**config.mk**
```make
export PLATFORM = sky130hd
export DESIGN_NAME = tmr_bank_top
export DESIGN_NICKNAME = d
export VERILOG_FILES = /design/src/rtl/tmr_pkg.sv /design/src/rtl/tmr_prescaler.sv /design/src/rtl/tmr_channel.sv /design/src/rtl/tmr_irq_ctrl.sv /design/src/rtl/tmr_bank_top.sv
export SDC_FILE = /design/constraint.sdc
export NUM_CORES = 1
export LEC_CHECK = 0
export BUFFER_PORTS_ARGS = -buffer_cell sky130_fd_sc_hd__buf_2
export CAP_MARGIN = 20
export CORE_MARGIN = 2
export CORE_UTILIZATION = 40
export CTS_CLUSTER_SIZE = 16
export DETAILED_ROUTE_END_ITERATION = 8
export GPL_TIMING_DRIVEN = 0
export SYNTH_ARGS = -nofsm -noshare
export SYNTH_HDL_FRONTEND = slang
export SYNTH_SLANG_ARGS = --single-unit
```
**constraint.sdc**
```tcl
create_clock -name clk -period 8.1 [get_ports clk]
set_input_delay 0.405 -clock clk [delete_from_list [all_inputs] [get_ports clk]]
set_output_delay 0.405 -clock clk [all_outputs]
set_load 0.02 [all_outputs]
```
**src/rtl/tmr_pkg.sv**
```systemverilog
`timescale 1ns/100ps
package tmr_pkg;

  localparam int REG_W           = 32;
  localparam int PRE_SEL_W       = 3;
  localparam int PRE_ACC_W       = (1 << PRE_SEL_W) - 1;
  localparam int CH_STRIDE_LOG2  = 5;
  localparam int CH_REGION_BASE  = 'h10;
  localparam int OFF_IRQ_EN      = 'h00;
  localparam int OFF_IRQ_STS     = 'h04;

  // Sub-offsets inside one channel window (relative to 0x20*n + 0x10)
  localparam logic [CH_STRIDE_LOG2-1:0] SUB_CTL    = 5'h00;
  localparam logic [CH_STRIDE_LOG2-1:0] SUB_IVL_LO = 5'h04;
  localparam logic [CH_STRIDE_LOG2-1:0] SUB_IVL_HI = 5'h08;
  localparam logic [CH_STRIDE_LOG2-1:0] SUB_CNT_LO = 5'h0C;
  localparam logic [CH_STRIDE_LOG2-1:0] SUB_CNT_HI = 5'h10;

  // Control word bit positions
  localparam int CTL_RUN_BIT     = 0;
  localparam int CTL_LOAD_BIT    = 1;
  localparam int CTL_PRE_LSB     = 4;
  localparam int CTL_ONESHOT_BIT = 7;

  typedef struct packed {
    logic                 one_shot;
    logic [PRE_SEL_W-1:0] pre_sel;
    logic                 run;
  } tmr_ctl_t;

  function automatic tmr_ctl_t ctl_unpack(input logic [REG_W-1:0] w);
    tmr_ctl_t c;
    c.one_shot = w[CTL_ONESHOT_BIT];
    c.pre_sel  = w[CTL_PRE_LSB +: PRE_SEL_W];
    c.run      = w[CTL_RUN_BIT];
    return c;
  endfunction

  function automatic logic [REG_W-1:0] ctl_pack(input tmr_ctl_t c);
    logic [REG_W-1:0] w;
    w = '0;
    w[CTL_ONESHOT_BIT]             = c.one_shot;
    w[CTL_PRE_LSB +: PRE_SEL_W]    = c.pre_sel;
    w[CTL_RUN_BIT]                 = c.run;
    return w;
  endfunction

  // Terminal value of the prescaler accumulator: 2^sel - 1
  function automatic logic [PRE_ACC_W-1:0] pre_limit(input logic [PRE_SEL_W-1:0] sel);
    logic [PRE_ACC_W:0] span;
    span = ({{PRE_ACC_W{1'b0}}, 1'b1} << sel) - {{PRE_ACC_W{1'b0}}, 1'b1};
    return span[PRE_ACC_W-1:0];
  endfunction

endpackage

```
**src/rtl/tmr_prescaler.sv**
```systemverilog
`timescale 1ns/100ps
module tmr_prescaler
  import tmr_pkg::*;
(
  input  logic                 clk,
  input  logic                 rst_n,
  input  logic                 run,
  input  logic [PRE_SEL_W-1:0] sel,
  output logic                 tick
);

  logic [PRE_ACC_W-1:0] acc_q;
  logic                 at_limit;

  assign at_limit = (acc_q == pre_limit(sel));
  assign tick     = run && at_limit;

  always_ff @(posedge clk) begin
    if (!rst_n)                 acc_q <= '0;
    else if (!run || at_limit)  acc_q <= '0;
    else                        acc_q <= acc_q + 1'b1;
  end

  // with a divider above one, ticks never come on back-to-back cycles
  assert_tick_gap_R5: assert property (@(posedge clk) disable iff (!rst_n)
    (tick && sel != '0) |=> (!tick || sel == '0));

endmodule

```
**src/rtl/tmr_channel.sv**
```systemverilog
`timescale 1ns/100ps
module tmr_channel
  import tmr_pkg::*;
#(
  parameter int CNT_W = 64
)(
  input  logic             clk,
  input  logic             rst_n,
  input  logic             ctl_we,
  input  logic             ivl_lo_we,
  input  logic             ivl_hi_we,
  input  logic [REG_W-1:0] wdata,
  output logic [REG_W-1:0] ctl_word,
  output logic [CNT_W-1:0] ivl_val,
  output logic [CNT_W-1:0] cnt_val,
  output logic             expire
);

  localparam int HI_W = CNT_W - REG_W;

  tmr_ctl_t         ctl_q;
  tmr_ctl_t         ctl_wr;
  logic             run_s1, run_s2;
  logic [CNT_W-1:0] ivl_q, cnt_q;
  logic             tick;
  logic             load_req;
  logic             halt_oneshot;

  // Next counter value for one tick: decrement, or at zero reload/hold
  function automatic logic [CNT_W-1:0] count_step(
    input logic [CNT_W-1:0] cur,
    input logic [CNT_W-1:0] ivl,
    input logic             step,
    input logic             periodic
  );
    if (!step)        return cur;
    if (cur == '0)    return periodic ? ivl : cur;
    return cur - CNT_W'(1);
  endfunction

  assign ctl_wr       = ctl_unpack(wdata);
  assign load_req     = ctl_we && wdata[CTL_LOAD_BIT];
  assign expire       = tick && (cnt_q == '0);
  assign halt_oneshot = expire && ctl_q.one_shot;

  tmr_prescaler u_pre (
    .clk   (clk),
    .rst_n (rst_n),
    .run   (run_s2),
    .sel   (ctl_q.pre_sel),
    .tick  (tick)
  );

  always_ff @(posedge clk) begin
    if (!rst_n) begin
      ctl_q  <= '0;
      run_s1 <= 1'b0;
      run_s2 <= 1'b0;
      ivl_q  <= '0;
      cnt_q  <= '0;
    end else begin
      if (ctl_we)            ctl_q     <= ctl_wr;
      else if (halt_oneshot) ctl_q.run <= 1'b0;

      if (halt_oneshot) begin
        run_s1 <= 1'b0;
        run_s2 <= 1'b0;
      end else begin
        run_s1 <= ctl_q.run;
        run_s2 <= run_s1;
      end

      if (ivl_lo_we) ivl_q[REG_W-1:0]     <= wdata;
      if (ivl_hi_we) ivl_q[CNT_W-1:REG_W] <= wdata[HI_W-1:0];

      if (load_req) cnt_q <= ivl_q;
      else          cnt_q <= count_step(cnt_q, ivl_q, tick, !ctl_q.one_shot);
    end
  end

  assign ctl_word = ctl_pack(ctl_q);
  assign ivl_val  = ivl_q;
  assign cnt_val  = cnt_q;

  // run low for three cycles in a row freezes the count
  assert_stop_settled_R6: assert property (@(posedge clk) disable iff (!rst_n)
    (!load_req && !ctl_q.run && !$past(ctl_q.run) && !$past(ctl_q.run, 2))
      |=> (cnt_q == $past(cnt_q)));

  // outside a load the count only steps down by one or reloads
  assert_count_step_R5: assert property (@(posedge clk) disable iff (!rst_n)
    (cnt_q != $past(cnt_q) && !$past(load_req))
      |-> (cnt_q == $past(cnt_q) - CNT_W'(1) || cnt_q == $past(ivl_q)));

  // one-shot expiry halts the channel at zero
  assert_oneshot_halt_R7: assert property (@(posedge clk) disable iff (!rst_n)
    (expire && ctl_q.one_shot && !ctl_we) |=> (!ctl_q.run && cnt_q == '0));

  // periodic expiry restarts from the interval
  assert_periodic_reload_R7: assert property (@(posedge clk) disable iff (!rst_n)
    (expire && !ctl_q.one_shot && !ctl_we) |=> (cnt_q == $past(ivl_q)));

endmodule

```
**src/rtl/tmr_irq_ctrl.sv**
```systemverilog
`timescale 1ns/100ps
module tmr_irq_ctrl
  import tmr_pkg::*;
#(
  parameter int NUM_CH = 2
)(
  input  logic              clk,
  input  logic              rst_n,
  input  logic              en_we,
  input  logic              sts_we,
  input  logic [REG_W-1:0]  wdata,
  input  logic [NUM_CH-1:0] expire,
  output logic [NUM_CH-1:0] irq_en,
  output logic [NUM_CH-1:0] status,
  output logic              irq
);

  logic [NUM_CH-1:0] clr_mask;

  assign clr_mask = sts_we ? wdata[NUM_CH-1:0] : '0;

  always_ff @(posedge clk) begin
    if (!rst_n) begin
      irq_en <= '0;
      status <= '0;
    end else begin
      if (en_we) irq_en <= wdata[NUM_CH-1:0];
      status <= (status & ~clr_mask) | expire;
    end
  end

  assign irq = |(status & irq_en);

  // every expiry leaves its flag set on the next cycle
  assert_flag_capture_R7: assert property (@(posedge clk) disable iff (!rst_n)
    (|expire) |=> ((status & $past(expire)) == $past(expire)));

  // written ones clear their flags unless the channel expired again
  assert_w1c_R2: assert property (@(posedge clk) disable iff (!rst_n)
    sts_we |=> ((status & $past(wdata[NUM_CH-1:0]) & ~$past(expire)) == '0));

  // the request only rises after an expiry or a mask change
  assert_irq_cause_R8: assert property (@(posedge clk) disable iff (!rst_n)
    $rose(irq) |-> ($past(|expire) || $past(en_we)));

endmodule

```
**src/rtl/tmr_bank_top.sv**
```systemverilog
`timescale 1ns/100ps
module tmr_bank_top
  import tmr_pkg::*;
#(
  parameter int NUM_CH = 2,
  parameter int CNT_W  = 64,
  parameter int ADDR_W = 8
)(
  input  logic              clk,
  input  logic              rst_n,
  input  logic              bus_wr,
  input  logic              bus_rd,
  input  logic [ADDR_W-1:0] bus_addr,
  input  logic [REG_W-1:0]  bus_wdata,
  output logic [REG_W-1:0]  bus_rdata,
  output logic              irq
);

  localparam int SEL_W = ADDR_W - CH_STRIDE_LOG2;

  logic [ADDR_W-1:0]         rel_addr;
  logic [SEL_W-1:0]          sel_ch;
  logic [CH_STRIDE_LOG2-1:0] sub_off;
  logic                      in_ch_space;
  logic [NUM_CH-1:0]         ch_hit;
  logic [NUM_CH-1:0]         ch_expire;
  logic [NUM_CH-1:0]         irq_en;
  logic [NUM_CH-1:0]         irq_sts;
  logic [REG_W-1:0]          ch_ctl [NUM_CH];
  logic [CNT_W-1:0]          ch_ivl [NUM_CH];
  logic [CNT_W-1:0]          ch_cnt [NUM_CH];
  logic                      en_we, sts_we;
  logic [REG_W-1:0]          rd_mux;

  // Address decode: global words below the channel region, then one window per channel
  assign in_ch_space = (bus_addr >= ADDR_W'(CH_REGION_BASE));
  assign rel_addr    = bus_addr - ADDR_W'(CH_REGION_BASE);
  assign sel_ch      = rel_addr[ADDR_W-1:CH_STRIDE_LOG2];
  assign sub_off     = rel_addr[CH_STRIDE_LOG2-1:0];
  assign en_we       = bus_wr && (bus_addr == ADDR_W'(OFF_IRQ_EN));
  assign sts_we      = bus_wr && (bus_addr == ADDR_W'(OFF_IRQ_STS));

  generate
    for (genvar g = 0; g < NUM_CH; g++) begin : g_ch
      assign ch_hit[g] = in_ch_space && (sel_ch == SEL_W'(g));

      tmr_channel #(.CNT_W(CNT_W)) u_ch (
        .clk       (clk),
        .rst_n     (rst_n),
        .ctl_we    (bus_wr && ch_hit[g] && sub_off == SUB_CTL),
        .ivl_lo_we (bus_wr && ch_hit[g] && sub_off == SUB_IVL_LO),
        .ivl_hi_we (bus_wr && ch_hit[g] && sub_off == SUB_IVL_HI),
        .wdata     (bus_wdata),
        .ctl_word  (ch_ctl[g]),
        .ivl_val   (ch_ivl[g]),
        .cnt_val   (ch_cnt[g]),
        .expire    (ch_expire[g])
      );
    end
  endgenerate

  tmr_irq_ctrl #(.NUM_CH(NUM_CH)) u_irq (
    .clk    (clk),
    .rst_n  (rst_n),
    .en_we  (en_we),
    .sts_we (sts_we),
    .wdata  (bus_wdata),
    .expire (ch_expire),
    .irq_en (irq_en),
    .status (irq_sts),
    .irq    (irq)
  );

  always_comb begin
    rd_mux = '0;
    if (bus_addr == ADDR_W'(OFF_IRQ_EN))  rd_mux = REG_W'(irq_en);
    if (bus_addr == ADDR_W'(OFF_IRQ_STS)) rd_mux = REG_W'(irq_sts);
    for (int i = 0; i < NUM_CH; i++) begin
      if (ch_hit[i]) begin
        case (sub_off)
          SUB_CTL:    rd_mux = ch_ctl[i];
          SUB_IVL_LO: rd_mux = ch_ivl[i][REG_W-1:0];
          SUB_IVL_HI: rd_mux = REG_W'(ch_ivl[i][CNT_W-1:REG_W]);
          SUB_CNT_LO: rd_mux = ch_cnt[i][REG_W-1:0];
          SUB_CNT_HI: rd_mux = REG_W'(ch_cnt[i][CNT_W-1:REG_W]);
          default:    ;
        endcase
      end
    end
  end

  assign bus_rdata = bus_rd ? rd_mux : '0;

  // a channel window is selected by at most one decoder output
  assert_single_window_R3: assert property (@(posedge clk) disable iff (!rst_n)
    $onehot0(ch_hit));

endmodule

```
## Yosys cells after proc, flatten, opt, wreduce, memory -nomap -nowiden

Cells that the tools add are included.

| storage, ports and cells | value |
|---|---|
| register bits after elaboration | 288 |
| output and inout port bits | 33 |

| cells by class | value |
|---|---|
| add/subtract/negate cells | 7 |
| $lt $le $gt $ge | 1 |
| equal/unequal tests | 10 |
| shift operators | 2 |
| multiplexer cells | 38 |
| bitwise gates (word level) | 5 |
| reductions and logical operators | 34 |

Operators with widths:

| kind | number |
|---|---|
| 64-bit 2-to-1 mux | 12 |
| 32-bit case mux with 5 select lines | 2 |
| 64-bit zero test | 2 |
| 32-bit 2-to-1 mux | 4 |
| 64-bit by 1-bit subtractor with 64-bit output, second input constant | 2 |
| 1-bit logical AND | 20 |
| 1-bit 2-to-1 mux | 18 |
| 7-bit by 1-bit adder with 7-bit output, second input constant | 2 |
| 7-bit equality test | 2 |
| 1-bit by 3-bit left shift with 7-bit output, first input constant | 2 |
| 7-bit by 1-bit subtractor with 7-bit output, second input constant | 2 |
| 5-bit by 4-bit equality test with 1-bit output, second input constant | 2 |
| 5-bit inequality test, second input constant | 2 |
| 2-bit OR reduction | 5 |
| 8-bit by 3-bit equality test with 1-bit output, second input constant | 1 |
| 8-bit by 5-bit >= comparator with 1-bit output, second input constant | 1 |
| 8-bit zero test | 1 |
| 8-bit by 5-bit subtractor with 8-bit output, second input constant | 1 |
| 5-bit by 3-bit equality test with 1-bit output, second input constant | 1 |
| 5-bit equality test, second input constant | 1 |
| 5-bit zero test | 1 |
| 2-bit AND | 2 |
| 2-bit 2-to-1 mux | 2 |
| 3-bit by 1-bit equality test with 1-bit output, second input constant | 1 |
| 6 further kinds | 8 |

## Logic depth before layout (Yosys ltp)

Gate-level depths: netlist of run 1.

| logic depth | value |
|---|---|
| depth after elaboration | 14 |
| gate-level depth with buffers | 13 |
| mapped depth without buffers | 10 |

## Cells and area by module

A second synthesis of run 1 with hierarchy kept.

| second synthesis, totals | value |
|---|---|
| cell total of the unflattened synthesis | 2169 |
| area, all modules | 17780.8 sq um |

Modules (own cells, without submodules):

| module | instances | cells each | area each (sq um) |
|---|---|---|---|
| tmr_channel | 2 | 836 | 6837.8 |
| tmr_bank_top | 1 | 380 | 3027.9 |
| tmr_prescaler | 2 | 51 | 462.9 |
| tmr_irq_ctrl | 1 | 15 | 151.4 |

## Least setup slack after synthesis of run 1

Ideal clock, no wire load.

| path | value |
|---|---|
| path type | flip-flop to flip-flop |
| from | reg g_ch[0].u_ch.cnt_q[0] |
| to | reg g_ch[0].u_ch.cnt_q[47] |
| arrival time | 2948 ps |
| data required time | 7985 ps |
| setup slack | 5038 ps |
| cell stages (with the launch flop) | 12 |
| path buffers | 2 |
| clock period less this slack | 3062 ps |
| path through | dfxtp_1 -> inv_1 -> ha_1 -> or3b_2 -> nor4_2 -> and4_1 -> buf_2 -> nand3_1 -> a21oi_1 -> clkbuf_1 -> a21oi_1 -> o21a_1 |

| on the way | value |
|---|---|
| word-level cells in the longest chain between the ends | 8 |

RTL lines:

| what | RTL line | text |
|---|---|---|
| start: declaration | tmr_channel.sv:24 | `logic [CNT_W-1:0] ivl_q, cnt_q;` |
| start signal: assignment | tmr_channel.sv:76 | `if (load_req) cnt_q <= ivl_q;` |
| start signal: assignment | tmr_channel.sv:77 | `else cnt_q <= count_step(cnt_q, ivl_q, tick, !ctl_q.one_shot);` |
| parallel branches: the longest is 8 deep, another holds 64-bit by 1-bit subtractor with 64-bit output | - |  |

Parallel ways; which one is timed is not known. The select of a mux whose other input is x is not followed.
A chain may end at the register's enable or synchronous reset.

## Worst setup path in the final report of run 1

| path | value |
|---|---|
| from | reg g_ch[0].u_ch.cnt_q[0] |
| to | reg g_ch[0].u_ch.cnt_q[54] |

Same word-level chain as after synthesis.

==> results of run 1 <==
==> through the flow <==
stage / worst slack, ns / area [um^2] / total power [uW]
finish: 3.44 / 19200 / 3470
global placement: 3.10 / 17900 / 1700
global route: 3.29 / 19200 / 3520
floorplan: 5.04 / 16900 / 1590
detailed placement: 3.26 / 17900 / 1710
CTS: 3.63 / 19200 / 3460
==> where the power goes <==
part / switching [uW] / internal (uW)
Sequential: 2.11 / 1420
Clock: 702 / 1080
Combinational: 198 / 70.4
==> sequential cells by signal, summed over array words and instances (netlist names) <==
name	cells
g_ch.u_ch.run_s2	2
g_ch.u_ch.cnt_val	128
u_irq.irq_en	2
g_ch.u_ch.u_pre.acc_q	14
g_ch.u_ch.ctl_word	10
g_ch.u_ch.run_s1	2
u_irq.status	2
g_ch.u_ch.ivl_val	128
==> layer usage <==
| layer | vias to the layer above | GRT usage (%) | part of all wire [%] |
|---|---|---|---|
| met5 | - | 0 | 0 |
| met4 | 0 | 15.3 | 4.1 |
| met3 | 198 | 7.83 | 11 |
| met2 | 1264 | 55.7 | 41 |
| met1 | 9579 | 54.9 | 43 |
| li1 | 8700 | - | - |
==> final cells by class <==
| cell class | count | area, um^2 | area share [%] |
|---|---|---|---|
| Tap cell | 539 | 674 | 3.51 |
| Sequential cell | 288 | 5770 | 30.0 |
| Clock buffer | 51 | 1070 | 5.56 |
| Buffer | 199 | 806 | 4.20 |
| Multi-Input combinational cell | 1781 | 10200 | 53.1 |
| Clock inverter | 11 | 190 | 0.990 |
| Inverter | 24 | 90.1 | 0.469 |
| Timing Repair Buffer | 81 | 420 | 2.19 |
==> critical path: stages, from the launching register on <==
cell and delay (ns):
dfxtp_1 0.38, inv_1 0.10, ha_1 0.21, or3b_2 0.52, nor4_2 0.64, and4_1 0.28, buf_2 0.26, a31o_2 0.28
clkbuf_1 0.63, clkbuf_1 0.72, nand2_1 0.26, a21oi_1 0.19, o21a_1 0.12
==> synth_stat cells (5+ instances only) <==
cell,instances,area [um^2]
a211oi_1,28,210
a21o_1,6,45.0
a21oi_1,296,1480
a221oi_1,51,447
a22oi_1,7,52.6
a31o_2,6,52.6
a31oi_1,21,131
and2_1,13,81.3
and3_1,19,119
and4_1,7,61.3
and4b_1,5,50.1
buf_1,10,37.5
buf_2,22,110
clkbuf_1,161,604
dfxtp_1,288,5770
ha_1,7,87.6
inv_1,23,86.3
mux2i_1,81,811
nand2_1,406,1520
nand2b_1,9,56.3
nand3_1,53,265
nand3b_1,5,37.5
nand4_1,25,156
nor2_1,159,597
nor2b_1,5,31.3
nor3_1,104,521
nor4_1,39,244
o211ai_1,11,82.6
o21a_1,34,255
o21ai_0,122,611
o21bai_1,25,188
o221a_2,5,56.3
o221ai_1,9,78.8
o22ai_1,14,87.6
o311ai_0,37,324
o31a_1,9,78.8
o31ai_1,22,165
or2_2,9,56.3
or3_1,19,119
or4_1,25,188
xnor2_1,10,87.6
xor2_1,6,52.6
==> cells by family after synthesis <==
family | share of synthesized area [%]
flip-flops | 34.2
AO/OA/AOI/OAI | 28.6
adder cells (fa/ha/maj) | 0.520
multiplexers | 4.81
buffers and inverters | 5.32
AND/OR/NAND/NOR | 25.7
XOR/XNOR | 0.831
==> worst paths after layout <==
| kind | from | slack, ns | cells past startpoint | endpoint |
|---|---|---|---|---|
| setup / recovery | g_ch[0].u_ch.cnt_val[0] | 3.44 | 12 | g_ch[0].u_ch.cnt_val[54] |
| hold reg to reg | g_ch[1].u_ch.run_s1 | 0.44 | 1 | g_ch[1].u_ch.run_s2 |
| setup reg to reg | g_ch[0].u_ch.cnt_val[0] | 3.44 | 12 | g_ch[0].u_ch.cnt_val[54] |
| hold / removal | bus_wdata[28] | 0.13 | 3 | g_ch[0].u_ch.ivl_val[28] |
==> results.sh, run 1 <==
export IMPL_status="finished, final reports clean"
export IMPL_synth_edf_count=0
export IMPL_crit_required_ns=8.61
export IMPL_cap_violations=0
export IMPL_synth_ff_type="dfxtp_1"
export IMPL_drc=0
export IMPL_fin_worst_hold_slack_ns=0.127
export IMPL_cts_root_buf="clkbuf_16"
export IMPL_pwr_density_cell_nw_per_um2=180
export IMPL_area_delta_synth_final_pct=14.0
export IMPL_hpwlAfterDp_um=66500
export IMPL_mostFrequentLayoutCell="nand2_1"
export IMPL_place_gp_congestion=0.992
export IMPL_final_cells=2974
export IMPL_arrival_ns=5.17
export IMPL_skew_ns=0.0157
export IMPL_drt_antenna_violating_nets=0
export IMPL_core_um2=41800
export IMPL_ys_ff_latch=288
export IMPL_syn_area_um2=16900
export IMPL_port_buffers=73
export IMPL_ctsResizeCount=0
export IMPL_ys_warn_count=0
export IMPL_grt_pass1_wl_um=123000
export IMPL_worstHoldPathType="input port to flop"
export IMPL_antenna_cells=0
export IMPL_end_kind="flop"
export IMPL_grt_overflow=0
export IMPL_drtIter0Drc=2899
export IMPL_die_area_um2=43800
export IMPL_period_needed_ns=4.66
export IMPL_insertion_delay_ns=0.57
export IMPL_rsz0062_at_grt="false"
export IMPL_ys_types=84
export IMPL_post_route_util_pct=46.0
export IMPL_timing_final_crit_share_pct=57.5
export IMPL_synthesis_nets=2343
export IMPL_cts_tree="built"
export IMPL_drtPass1Iterations=5
export IMPL_tightestPinTransition_ns=1.29
export IMPL_clk_path_buf_depth=3
export IMPL_tns_ns=0
export IMPL_track_usage_pct=38.2
export IMPL_grt_max_degree=13
export IMPL_maxSlewViolCount=0
export IMPL_routed_wl_um=86000
export IMPL_critPathMaxFanout=10
export IMPL_grt_pass1_vias=17800
export IMPL_nNetsFinal=2462
export IMPL_rows=75
export IMPL_via_per_inst=6.64
export IMPL_hold_violations=0
export IMPL_dp_cells=2910
export IMPL_numCtsBuffers=36
export IMPL_synth_cells=2292
export IMPL_power_leakage_uw=0.00665
export IMPL_die_y_um=209
export IMPL_cts_hold_buf=0
export IMPL_io_pins=77
export IMPL_initial_core_util_pct=40.4
export IMPL_post_cts_buffers=0
export IMPL_die_x_um=209
export IMPL_final_cell_mix="nand2_1 (406), a21oi_1 (296), dfxtp_1 (288)"
export IMPL_critPathKind="flop to flop"
export IMPL_synthArstFlopShare_pct=0
export IMPL_clkSlewWorstSetupHoldPaths_ns=0.06
export IMPL_ys_seq_area_share_pct=34.2
export IMPL_syn_avg_cell_area_um2=7.35
export IMPL_fill_cells=4359
export IMPL_antenna_found_initial=2
export IMPL_vias=19700
export IMPL_fmax_mhz=215
export IMPL_worst_setup_path_start_kind="flop"
export IMPL_peakVddDrop_uv=136
export IMPL_setup_viol=0
export IMPL_h_tree_depth=2
export IMPL_drive_above_1_share_pct=8.25
export IMPL_clock_sinks=288
export IMPL_maxSlewHeadroom_pct=14.1
export IMPL_post_drt_wl_per_cell_um=28.9
Note: power is estimated with default switching activity, not from simulation.
==> inputs of run 2 (changes only) <==
==> constraint.sdc (replaced) <==
create_clock -name clk -period 4.3 [get_ports clk]
set_input_delay 0.215 -clock clk [delete_from_list [all_inputs] [get_ports clk]]
set_output_delay 0.215 -clock clk [all_outputs]
set_load 0.02 [all_outputs]
==> results.sh, run 2 (synthesized netlist as in run 1, its figures left out) <==
export IMPL_critPathKind="flop to flop"
export IMPL_r2r_start="g_ch[0].u_ch.cnt_val[0]"
export IMPL_die_x_um=209
export IMPL_worst_setup_path_start_kind="flop"
export IMPL_power_uw=6550
export IMPL_nNetsFinal=2498
export IMPL_fin_worst_hold_slack_ns=0.00867
export IMPL_die_y_um=209
export IMPL_dp_slack_ns=-0.347
export IMPL_holdPathEnd="g_ch[0].u_ch.ivl_val[5]"
export IMPL_r2r_slack_ns=0.09
export IMPL_area_delta_synth_final_pct=16.3
export IMPL_via_per_inst=6.56
export IMPL_drtIter0Drc=2767
export IMPL_skew_ns=0.0132
export IMPL_drive_above_1_share_pct=8.90
export IMPL_arrival_ns=4.66
export IMPL_core_um2=41800
export IMPL_die_area_um2=43800
export IMPL_power_leakage_uw=0.00685
export IMPL_final_cell_mix="nand2_1 (406), a21oi_1 (295), dfxtp_1 (288)"
export IMPL_grt_most_used_layer="met2"
export IMPL_status="finished, final reports clean"
export IMPL_critPathMaxFanout=10
export IMPL_end_kind="flop"
export IMPL_drtPass1Iterations=6
export IMPL_slowest_stage="clkbuf_1"
export IMPL_grt_use_met2_pct=55.8
export IMPL_vias=19800
export IMPL_worstReg2RegEnd="g_ch[0].u_ch.cnt_val[50]"
export IMPL_timing_final_crit_share_pct=97.9
export IMPL_grt_max_degree=13
export IMPL_port_buffers=73
export IMPL_path_common_cell="clkbuf_1"
export IMPL_setup_ws_ns=0.0899
export IMPL_period_needed_ns=4.21
export IMPL_maxSlewHeadroom_pct=15.4
export IMPL_clock_sinks=288
export IMPL_peakVddDrop_uv=259
export IMPL_track_usage_pct=38.3
export IMPL_max_stage_delay_ns=0.70
export IMPL_drc=0
export IMPL_cap_violations=0
export IMPL_rsz0062_at_grt="false"
export IMPL_clkSlewWorstSetupHoldPaths_ns=0.06
export IMPL_post_drt_wl_per_cell_um=28.6
export IMPL_tightestPinTransition_ns=1.27
export IMPL_worstPathCellList="inv_1, ha_1, or3b_2, nor4_2, and4_1, buf_2, and3_1, clkbuf_1, clkbuf_1, o31ai_1, a21oi_1, nor2_1"
export IMPL_grt_overflow=0
export IMPL_min_from="bus_wdata[5]"
export IMPL_crit_required_ns=4.75
export IMPL_use_met3_pct=8.45
export IMPL_post_route_util_pct=46.9
export IMPL_maxSlewViolCount=0
export IMPL_initial_core_util_pct=40.4
export IMPL_place_gp_congestion=0.992
export IMPL_ff2ff_path_depth=12
export IMPL_rows=75
export IMPL_cts_tree="built"
export IMPL_hold_violations=0
export IMPL_hpwlAfterDp_um=66500
export IMPL_antenna_found_initial=2
export IMPL_fmax_mhz=238
export IMPL_grt_pass1_wl_um=124000
export IMPL_insertion_delay_ns=0.58
export IMPL_mostFrequentLayoutCell="nand2_1"
export IMPL_fill_cells=4332
export IMPL_grt_use_met1_pct=54.5
export IMPL_clk_path_buf_depth=3
export IMPL_routed_wl_um=86300
export IMPL_numCtsBuffers=36
export IMPL_worstHoldPathType="input port to flop"
export IMPL_pwr_density_cell_nw_per_um2=334
export IMPL_whs_path_depth=3
export IMPL_grt_pass1_vias=18000
export IMPL_h_tree_depth=2
export IMPL_io_pins=77
export IMPL_drt_antenna_violating_nets=0
export IMPL_cts_root_buf="clkbuf_16"
export IMPL_setup_viol=0
[run 2: cell count changes in the layout (fill, tap and decap cells not counted), moves of 3 or more]
cell,before,now
diode_2,0,3
buf_4,2,8
clkbuf_2,4,14
clkbuf_1,166,155
dlygate4sd3_1,0,30
[run 2: area by class of cell]
cell class              instances  area, um^2  share of cell area (%)
clock inverters                11         190                   0.970
plain buffers                 198         815                    4.15
multi-input cells            1781       10200                    52.1
inverters                      24        90.1                   0.460
clock buffers                  51        1070                    5.45
flip-flops and latches        288        5770                    29.4
repair buffers                118         773                    3.94
diodes                          3        7.51                  0.0383
well taps                     539         674                    3.44
[run 2: report_power, final]
group / switching [uW] / internal [uW] / total, uW
clock network: 1330 / 2030 / 3350
logic: 375 / 151 / 527
registers: 3.93 / 2670 / 2670
[run 2: repair_timing]
| action | CTS | global route |
|---|---|---|
| endpoints found under the hold margin | 121 | 0 |
| gates resized for setup | 5 | 15 |
| setup buffers | 0 | 6 |
| endpoints found under the setup margin | 54 | 103 |
| hold buffers | 30 | 0 |
| pin swaps | 0 | 2 |
[run 2: stage by stage]
stage,TNS [ns],area (um^2),std cells
3_5_place_dp,-8.16,17900,2910
5_1_grt,0,19600,3010
3_3_place_gp,-17.22,17900,2904
4_1_cts,0,19500,3001
2_1_floorplan,0,16900,2292
6_report,0,19600,3013
[run 2: routing by layer]
layer | share of wire (%) | up-vias
li1 | - | 8766
met1 | 43 | 9569
met2 | 41 | 1221
met3 | 11 | 217
met4 | 4.2 | 0
met5 | 0 | -
[run 2: worst max path at each step]
stage                                     endpoint  cells after the start  slack [ns]                     from
after CTS                 g_ch[0].u_ch.cnt_val[58]                     11        0.03  g_ch[0].u_ch.cnt_val[0]
after floorplan           g_ch[0].u_ch.cnt_val[47]                     11        1.24  g_ch[0].u_ch.cnt_val[0]
after global routing      g_ch[0].u_ch.cnt_val[14]                     11        0.03  g_ch[0].u_ch.cnt_val[0]
after detailed placement  g_ch[0].u_ch.cnt_val[34]                     10       -0.35              bus_addr[2]
final                     g_ch[0].u_ch.cnt_val[50]                     12        0.09  g_ch[0].u_ch.cnt_val[0]
after global placement    g_ch[0].u_ch.cnt_val[54]                     10       -0.51              bus_addr[2]
[run 2: critical path: cells and delay by family, from the launching register on]
kind / cells / cell delay, ns
DFF: 1 / 0.39
AOI/OAI and AO/OA: 2 / 0.43
and+or+nand+nor: 5 / 1.71
adders and majority gates: 1 / 0.21
buffers and inverters: 4 / 1.35
